--- config.mk ---
export PLATFORM = sky130hd
export DESIGN_NAME = cart_auth_responder
export DESIGN_NICKNAME = d
export VERILOG_FILES = /design/src/rtl/cart_auth_responder.sv
export SDC_FILE = /design/constraint.sdc
export NUM_CORES = 1
export LEC_CHECK = 0
export BUFFER_PORTS_ARGS = -buffer_cell sky130_fd_sc_hd__clkbuf_2
export CAP_MARGIN = 20
export CORE_UTILIZATION = 44
export DETAILED_ROUTE_END_ITERATION = 10
export PLACE_DENSITY = 0.68
export SYNTH_ARGS = -nofsm -noshare
export SYNTH_HDL_FRONTEND = slang
export SYNTH_SLANG_ARGS = --single-unit
export TNS_END_PERCENT = 100
--- constraint.sdc ---
create_clock -name clk -period 3.6 [get_ports clk]
set_input_delay 0.72 -clock clk [delete_from_list [all_inputs] [get_ports clk]]
set_output_delay 0.72 -clock clk [all_outputs]
set_load 0.02 [all_outputs]
--- src/rtl/cart_auth_responder.sv ---
module cart_auth_responder #(
  parameter int               SEQ_LEN     = 22,
  parameter logic [SEQ_LEN-1:0] SEQ_BITS  = 22'b1000101000101000000111,
  parameter int               GUARD_EDGES = 3,
  parameter logic [3:0]       ARM_LO      = 4'hA,
  parameter logic [3:0]       ARM_HI      = 4'h5
) (
  input  logic       rst_n,
  input  logic       clk,
  input  logic [3:0] addr_lo,
  input  logic [3:0] addr_hi,
  output logic       auth_n
);
  localparam int IW = $clog2(SEQ_LEN);
  localparam int GW = $clog2(GUARD_EDGES + 1);

  localparam logic [2:0] S_IDLE  = 3'd0;
  localparam logic [2:0] S_ARMED = 3'd1;
  localparam logic [2:0] S_GUARD = 3'd2;
  localparam logic [2:0] S_SEND  = 3'd3;
  localparam logic [2:0] S_DONE  = 3'd4;

  logic [2:0]    st;
  logic [GW-1:0] gcnt;
  logic [IW-1:0] idx;

  wire arm_seen   = (addr_lo == ARM_LO) && (addr_hi == ARM_HI);
  wire swap_seen  = (addr_lo == ARM_HI) && (addr_hi == ARM_LO);
  wire guard_last = (gcnt == GW'(GUARD_EDGES - 1));
  wire last_bit   = (idx == IW'(SEQ_LEN - 1));
  wire next_bit   = SEQ_BITS[IW'(SEQ_LEN - 1) - idx];

  always_ff @(posedge clk or negedge rst_n) begin
    if (!rst_n) begin
      st     <= S_IDLE;
      gcnt   <= '0;
      idx    <= '0;
      auth_n <= 1'b1;
    end else begin
      case (st)
        S_IDLE: begin
          auth_n <= 1'b1;
          if (arm_seen) st <= S_ARMED;
        end
        S_ARMED: begin
          auth_n <= 1'b1;
          if (swap_seen) begin
            st   <= S_GUARD;
            gcnt <= '0;
          end else if (!arm_seen) begin
            st <= S_IDLE;
          end
        end
        S_GUARD: begin
          auth_n <= 1'b1;
          if (guard_last) begin
            st  <= S_SEND;
            idx <= '0;
          end else begin
            gcnt <= gcnt + 1'b1;
          end
        end
        S_SEND: begin
          auth_n <= next_bit;
          if (last_bit) st <= S_DONE;
          else          idx <= idx + 1'b1;
        end
        default: begin
          st     <= S_DONE;
          auth_n <= 1'b1;
        end
      endcase
    end
  end
endmodule


==> results of run 1 <==
## sequential cells by signal (all words and copies together), names as in the netlist
name	count
auth_n	1
idx	5
gcnt	2
st	3
## layout make-up
class | instances | area share
Multi-Input combinational cell | 62 | 0.531
Sequential cell | 11 | 0.334
Timing Repair Buffer | 10 | 0.0605
Clock buffer | 4 | 0.0318
Tap cell | 16 | 0.0242
Inverter | 4 | 0.0182
## final timing paths
path | to | slack (ns) | cells after the start | start
hold reg to reg | gcnt[0]$_DFFE_PN0P_ | 0.47 | 1 | gcnt[0]$_DFFE_PN0P_
hold / removal | idx[4]$_DFFE_PN0P_ | 0.32 | 1 | rst_n
setup reg to reg | idx[3]$_DFFE_PN0P_ | 1.93 | 6 | idx[1]$_DFFE_PN0P_
max in group asynchronous | auth_n$_DFF_PN1_ | 3.01 | 1 | rst_n
min in group clk | gcnt[0]$_DFFE_PN0P_ | 0.47 | 1 | gcnt[0]$_DFFE_PN0P_
setup / recovery | idx[3]$_DFFE_PN0P_ | 1.93 | 6 | idx[1]$_DFFE_PN0P_
## power groups by stage
stage               logic (µW)  registers, µW  clock network (µW)
floorplan                  201            209                   0
global placement           209            231                   0
detailed placement         213            234                   0
CTS                        215            231                85.6
global route               260            239                91.3
finish                     214            231                82.3
## synthesized netlist by cell type, types with 2 or more instances
cell type and count:
o21ai_0 3, nor4bb_1 2, ha_1 8, o21ai_1 2, mux2i_1 2, buf_6 3
inv_1 4, dfrtp_1 10, nor3_1 2, nor2_1 9, nand2_1 9, a21oi_1 6
## logic make-up after synthesis
group / count (synthesis)
AO/OA/AOI/OAI: 20
XOR/XNOR: 2
adder cells (fa/ha/maj): 8
buffers and inverters: 8
flip-flops: 11
multiplexers: 2
AND/OR/NAND/NOR: 30
## per-stage QoR
step | std cells | setup slack, ns
after CTS | 107 | 1.92
after global placement | 103 | 1.91
final | 107 | 1.93
after global routing | 107 | 1.76
after floorplan | 81 | 2.04
after detailed placement | 103 | 1.90
## routing by layer
layer  vias up  global-route usage  routed length (µm)
li1        311                   -                   -
met1       260               0.227                 694
met2         7               0.236                 567
met3         2              0.0792                  45
met4         0              0.0625                   8
met5         -                   0                   0
==> results.md, run 1 <==
* Share of post-route cells with drive strength above 1 at 0.198
* Row cnt at 14
* Worst path max stage delay at 0.49 ns
* CP arrival at 1.83 ns
* Synthesized instance count at 81
* Max-slew violations at 0
* Post-synth top area cell: dfrtp_1
* Switch Pwr at 216 µW
* Final setup violation count at 0
* Setup tns final at 0 ns
* Clk Tree Root Cell: clkbuf_4
* Avg Inst Size Synth at 9.50 µm²
* PD cells at 637 nW/µm²
* Drt initial violations at 9
* GR Util All Layers at 0.169
* DIE AREA at 1920 µm²
* Leak at 0.000411 µW
* Hold WS at 0.319 ns
* Crit-path leading delay family: flip-flops
* Area fraction in compound gates after synthesis at 0.169
* CTS Hold Bufs at 0
* Yosys reg bits at 11
* Multi-input gate area at 439 µm²
* WL final at 1320 µm
* Part of the power in registers at 0.439
* Yosys Warn Count at 0
* Initial antenna violation count at 0
* Final worst path period share at 0.464
* Hpwl dp at 1010 µm
* CTS tree: yes
* Final min period at 1.67 ns
* Xor and xnor area share after synthesis at 0.0228
* Via count at 580
* Chip height at 43.8 µm
* # diodes at 0
* Largest cells by area after synthesis: dfrtp_1, ha_1, nand2_1
* Main synth FF type: dfrtp_1
* Via/cell ratio at 5.42
* Multiplexer area fraction after synthesis at 0.0260
* FF+latch area at 277 µm²
* CP Cell Sequence: inv_1 > ha_1 > and4b_1 > nor4_2 > a21o_1 > a22o_1
* Post-Syn Area at 769 µm²
* Sw frac at 0.409
* Post-CTS Setup Repair Bufs at 0
* Core area at 1580 µm²
* Simple-gate share of the synthesized area at 0.223
* Worst Setup End Kind: flop
* Cts repair resizes at 0
* Placed cell areas at 801 µm²
* Layout Utilization at 0.525
* DR WL/cell at 12.3 µm
* DRT Pass-1 Iters at 4
* I/O pin count at 11
* Global-route wire length before repair at 2360 µm
* Crit start category: flop
* Grt ovf at 0
* Final nets at 110
* Area growth, synth to finish at 7.48%
* Critical path class: reg -> reg
* Sequential share of the synthesized area at 0.359
* H-tree Lvls at 1
* Worst skew pair latency at 0.27 ns
* Fin area at 827 µm²
* Vias in the first global route at 559
* Die X at 43.8 µm
* Number of flops mapped to enable cells by yosys at 0
* # fillers at 150
* Hold Violations, Final at 0
* Maxcap violations at 0
* TritonCTS Buffers at 3
* Worst clock skew at 0.000588 ns
* Internal power at 311 µW
* Clock-pin slew on the worst setup and hold paths at 0.06 ns
* Clock Power Share at 0.156
* Buf/Inv on CP at 1
* Commonest cells after routing, fill and taps aside: dfrtp_1, clkbuf_2, nor2_1, nand2_1, ha_1
* Routability congestion estimate at 0.795
* Mapped Nets at 99
* Largest net degree at the start of global routing at 12
* RSZ-0062 raised after global routing: no
* Fmax at 599 MHz
* Max Buffers Root-to-Sink at 2
* Largest family of logic cells by synthesized area: simple AND/OR/NAND/NOR gates
* Synth Area in Adders at 0.130
* Critical path's slowest cell: dfrtp_1
* Total power at 527 µW
* CP max FO at 9
* Post-route DRC at 0
* Slew HR at 0.698
* ANT nets after route at 0
* Fraction of registers with async set/reset at 1.00
* Yosys cell types at 33
* Status: finished clean
* Critical Path RT at 3.76 ns
* Maximum VDD drop at 419 µV
* IO Port Bufs at 10
* Clock Sinks at 11
* Top cell type's share of synthesized area at 0.325
* Worst slew pin tran at 0.452 ns
* HP Class: in -> async
* Initial Util at 0.488
* Logic pwr share at 0.405
Note: power is estimated with default switching activity, not from simulation.
==> inputs of run 2 (changes only) <==
==> constraint.sdc (replaced) <==
create_clock -name clk -period 1.6 [get_ports clk]
set_input_delay 0.32 -clock clk [delete_from_list [all_inputs] [get_ports clk]]
set_output_delay 0.32 -clock clk [all_outputs]
set_load 0.02 [all_outputs]
==> results.md, run 2 (synthesized netlist as in run 1, its figures left out) <==
* Via count at 645 (was 580)
* Post-route DRC at 0 (unchanged)
* Crit start category: flop (unchanged)
* Critical Path RT at 1.80 ns (was 3.76 ns)
* Slew HR at 0.804 (was 0.698)
* Hold Violations, Final at 0 (unchanged)
* H-tree Lvls at 1 (unchanged)
* Grt ovf at 0 (unchanged)
* GR Util All Layers at 0.201 (was 0.169)
* Fin area at 880 µm² (was 827 µm²)
* CP arrival at 1.70 ns (was 1.83 ns)
* PD cells at 1490 nW/µm² (was 637 nW/µm²)
* Final setup violation count at 0 (unchanged)
* Clock Sinks at 11 (unchanged)
* Clk Tree Root Cell: clkbuf_4 (unchanged)
* Worst slew pin tran at 0.294 ns (was 0.452 ns)
* Worst Setup End Kind: flop (unchanged)
* I/O pin count at 11 (unchanged)
* Die X at 43.8 µm (unchanged)
* Multi-input gate area at 452 µm² (was 439 µm²)
* Max FFs per register at 5 (unchanged)
* Setup tns final at 0 ns (unchanged)
* Commonest cells after routing, fill and taps aside: dfrtp_1, clkbuf_2, nor2_1, nand2_1, ha_1 (unchanged)
* DRT Pass-1 Iters at 4 (unchanged)
* Worst path max stage delay at 0.38 ns (was 0.49 ns)
* DR WL/cell at 14.8 µm (was 12.3 µm)
* # diodes at 0 (unchanged)
* Maximum VDD drop at 716 µV (was 419 µV)
* Hold depth at 2
* Via/cell ratio at 5.76 (was 5.42)
* Critical path class: reg -> reg (unchanged)
* Hpwl dp at 1160 µm (was 1010 µm)
* Share of post-route cells with drive strength above 1 at 0.260 (was 0.198)
* Core area at 1580 µm² (unchanged)
* FF-to-FF End: auth_n$_DFF_PN1_ (was idx[3]$_DFFE_PN0P_)
* Largest registers: idx: 5 flops, st: 3 flops, gcnt: 2 flops (unchanged)
* RSZ-0062 raised after global routing: no (unchanged)
* Row cnt at 14 (unchanged)
* Final nets at 115 (was 110)
* Placed cell areas at 831 µm² (was 801 µm²)
* Worst R2R Start: idx[1]$_DFFE_PN0P_ (unchanged)
* Worst clock skew at 0.00365 ns (was 0.000588 ns)
* # fillers at 156 (was 150)
* Leak at 0.000433 µW (was 0.000411 µW)
* Initial antenna violation count at 0 (unchanged)
* Hold path start: addr_lo[1]
* HP Class: in -> reg (was in -> async)
* Largest register by flop count: idx (unchanged)
* Status: finished clean (unchanged)
* Max-slew violations at 0 (unchanged)
* CTS tree: yes (unchanged)
* Chip height at 43.8 µm (unchanged)
* CP Cell Sequence: buf_4 > ha_1 > xor2_1 > nor2_1 > a21oi_1 > a2111o_1 (was inv_1 > ha_1 > and4b_1 > nor4_2 > a21o_1 > a22o_1)
* Final min period at 1.50 ns (was 1.67 ns)
* Final worst path period share at 0.940 (was 0.464)
* DIE AREA at 1920 µm² (unchanged)
* Max Buffers Root-to-Sink at 2 (unchanged)
* TritonCTS Buffers at 3 (unchanged)
* FF+latch area at 277 µm² (unchanged)
* Maxcap violations at 0 (unchanged)
* Initial Util at 0.488 (unchanged)
* Routability congestion estimate at 0.767 (was 0.795)
* Global-route wire length before repair at 2820 µm (was 2360 µm)
* Reg2Reg Depth at 6 (unchanged)
* Largest net degree at the start of global routing at 12 (unchanged)
* Post-CTS Setup Repair Bufs at 0 (unchanged)
* WL final at 1650 µm (was 1320 µm)
* IO Port Bufs at 10 (unchanged)
* Drt initial violations at 19 (was 9)
* Clock-pin slew on the worst setup and hold paths at 0.07 ns (was 0.06 ns)
* Fmax at 665 MHz (was 599 MHz)
* Area growth, synth to finish at 14.3% (was 7.48%)
* Worst skew pair latency at 0.28 ns (was 0.27 ns)
* Vias in the first global route at 603 (was 559)
* Reg-to-reg slack, setup at 0.1 ns (was 1.93 ns)
* Critical path's slowest cell: dfrtp_1 (unchanged)
* ANT nets after route at 0 (unchanged)
* CP max FO at 8 (was 9)
* Hold Path End: st[0]$_DFFE_PN0P_
## run 2: final cells by class
class,count,area share
sequential,11,0.314
inverter,4,0.0171
clock buffer,4,0.0299
timing repair buffer,15,0.102
multi-input combinational,62,0.514
tap,16,0.0228
## run 2: how the worst max path moves through the flow
stage                             startpoint            endpoint  slack (ns)  cells past startpoint
after floorplan           idx[1]$_DFFE_PN0P_    auth_n$_DFF_PN1_        0.06                      5
after CTS                 idx[1]$_DFFE_PN0P_  idx[3]$_DFFE_PN0P_        0.08                      6
after detailed placement  idx[1]$_DFFE_PN0P_  idx[3]$_DFFE_PN0P_        0.09                      6
after global routing      idx[1]$_DFFE_PN0P_    auth_n$_DFF_PN1_        0.01                      6
final                     idx[1]$_DFFE_PN0P_    auth_n$_DFF_PN1_         0.1                      6
after global placement    idx[1]$_DFFE_PN0P_  idx[3]$_DFFE_PN0P_         0.1                      6
## run 2: routing by layer
layer	track usage	wire length (µm)
met2	0.296	821
met5	0	0
met4	0.0750	20
met1	0.286	748
met3	0.0458	62
## run 2: what timing repair did
| action | in CTS | in global routing |
|---|---|---|
| setup endpoints to repair | 0 | 3 |
| hold buffers | 1 | 0 |
| hold endpoints to repair | 10 | 0 |
| gates resized for setup | 0 | 3 |
## run 2: power by group
part / total (µW) / internal, µW / switching, µW
clock network: 197 / 96.8 / 99.9
logic: 621 / 300 / 322
registers: 490 / 372 / 118
total: 1310 / 769 / 539
## run 2: critical path: cells and delay by family, from the launching register on
kind            cells  cell delay (ns)
buf+inv             1             0.17
simple gates        1             0.12
flops               1             0.38
compound gates      2             0.40
xor+xnor            1             0.16
fa+ha+maj           1             0.20
## run 2: per-stage QoR
stage / util / hold WS, ns / std cells / worst slack (ns) / total power (µW)
after floorplan: - / 0.0244 / 81 / 0.0563 / 923
after global placement: 0.527 / 0.216 / 107 / 0.0970 / 1050
after detailed placement: 0.527 / 0.220 / 107 / 0.0887 / 1070
after CTS: 0.550 / 0.333 / 112 / 0.0815 / 1280
after global routing: 0.558 / 0.338 / 112 / 0.0118 / 1440
final: 0.558 / 0.324 / 112 / 0.0960 / 1310
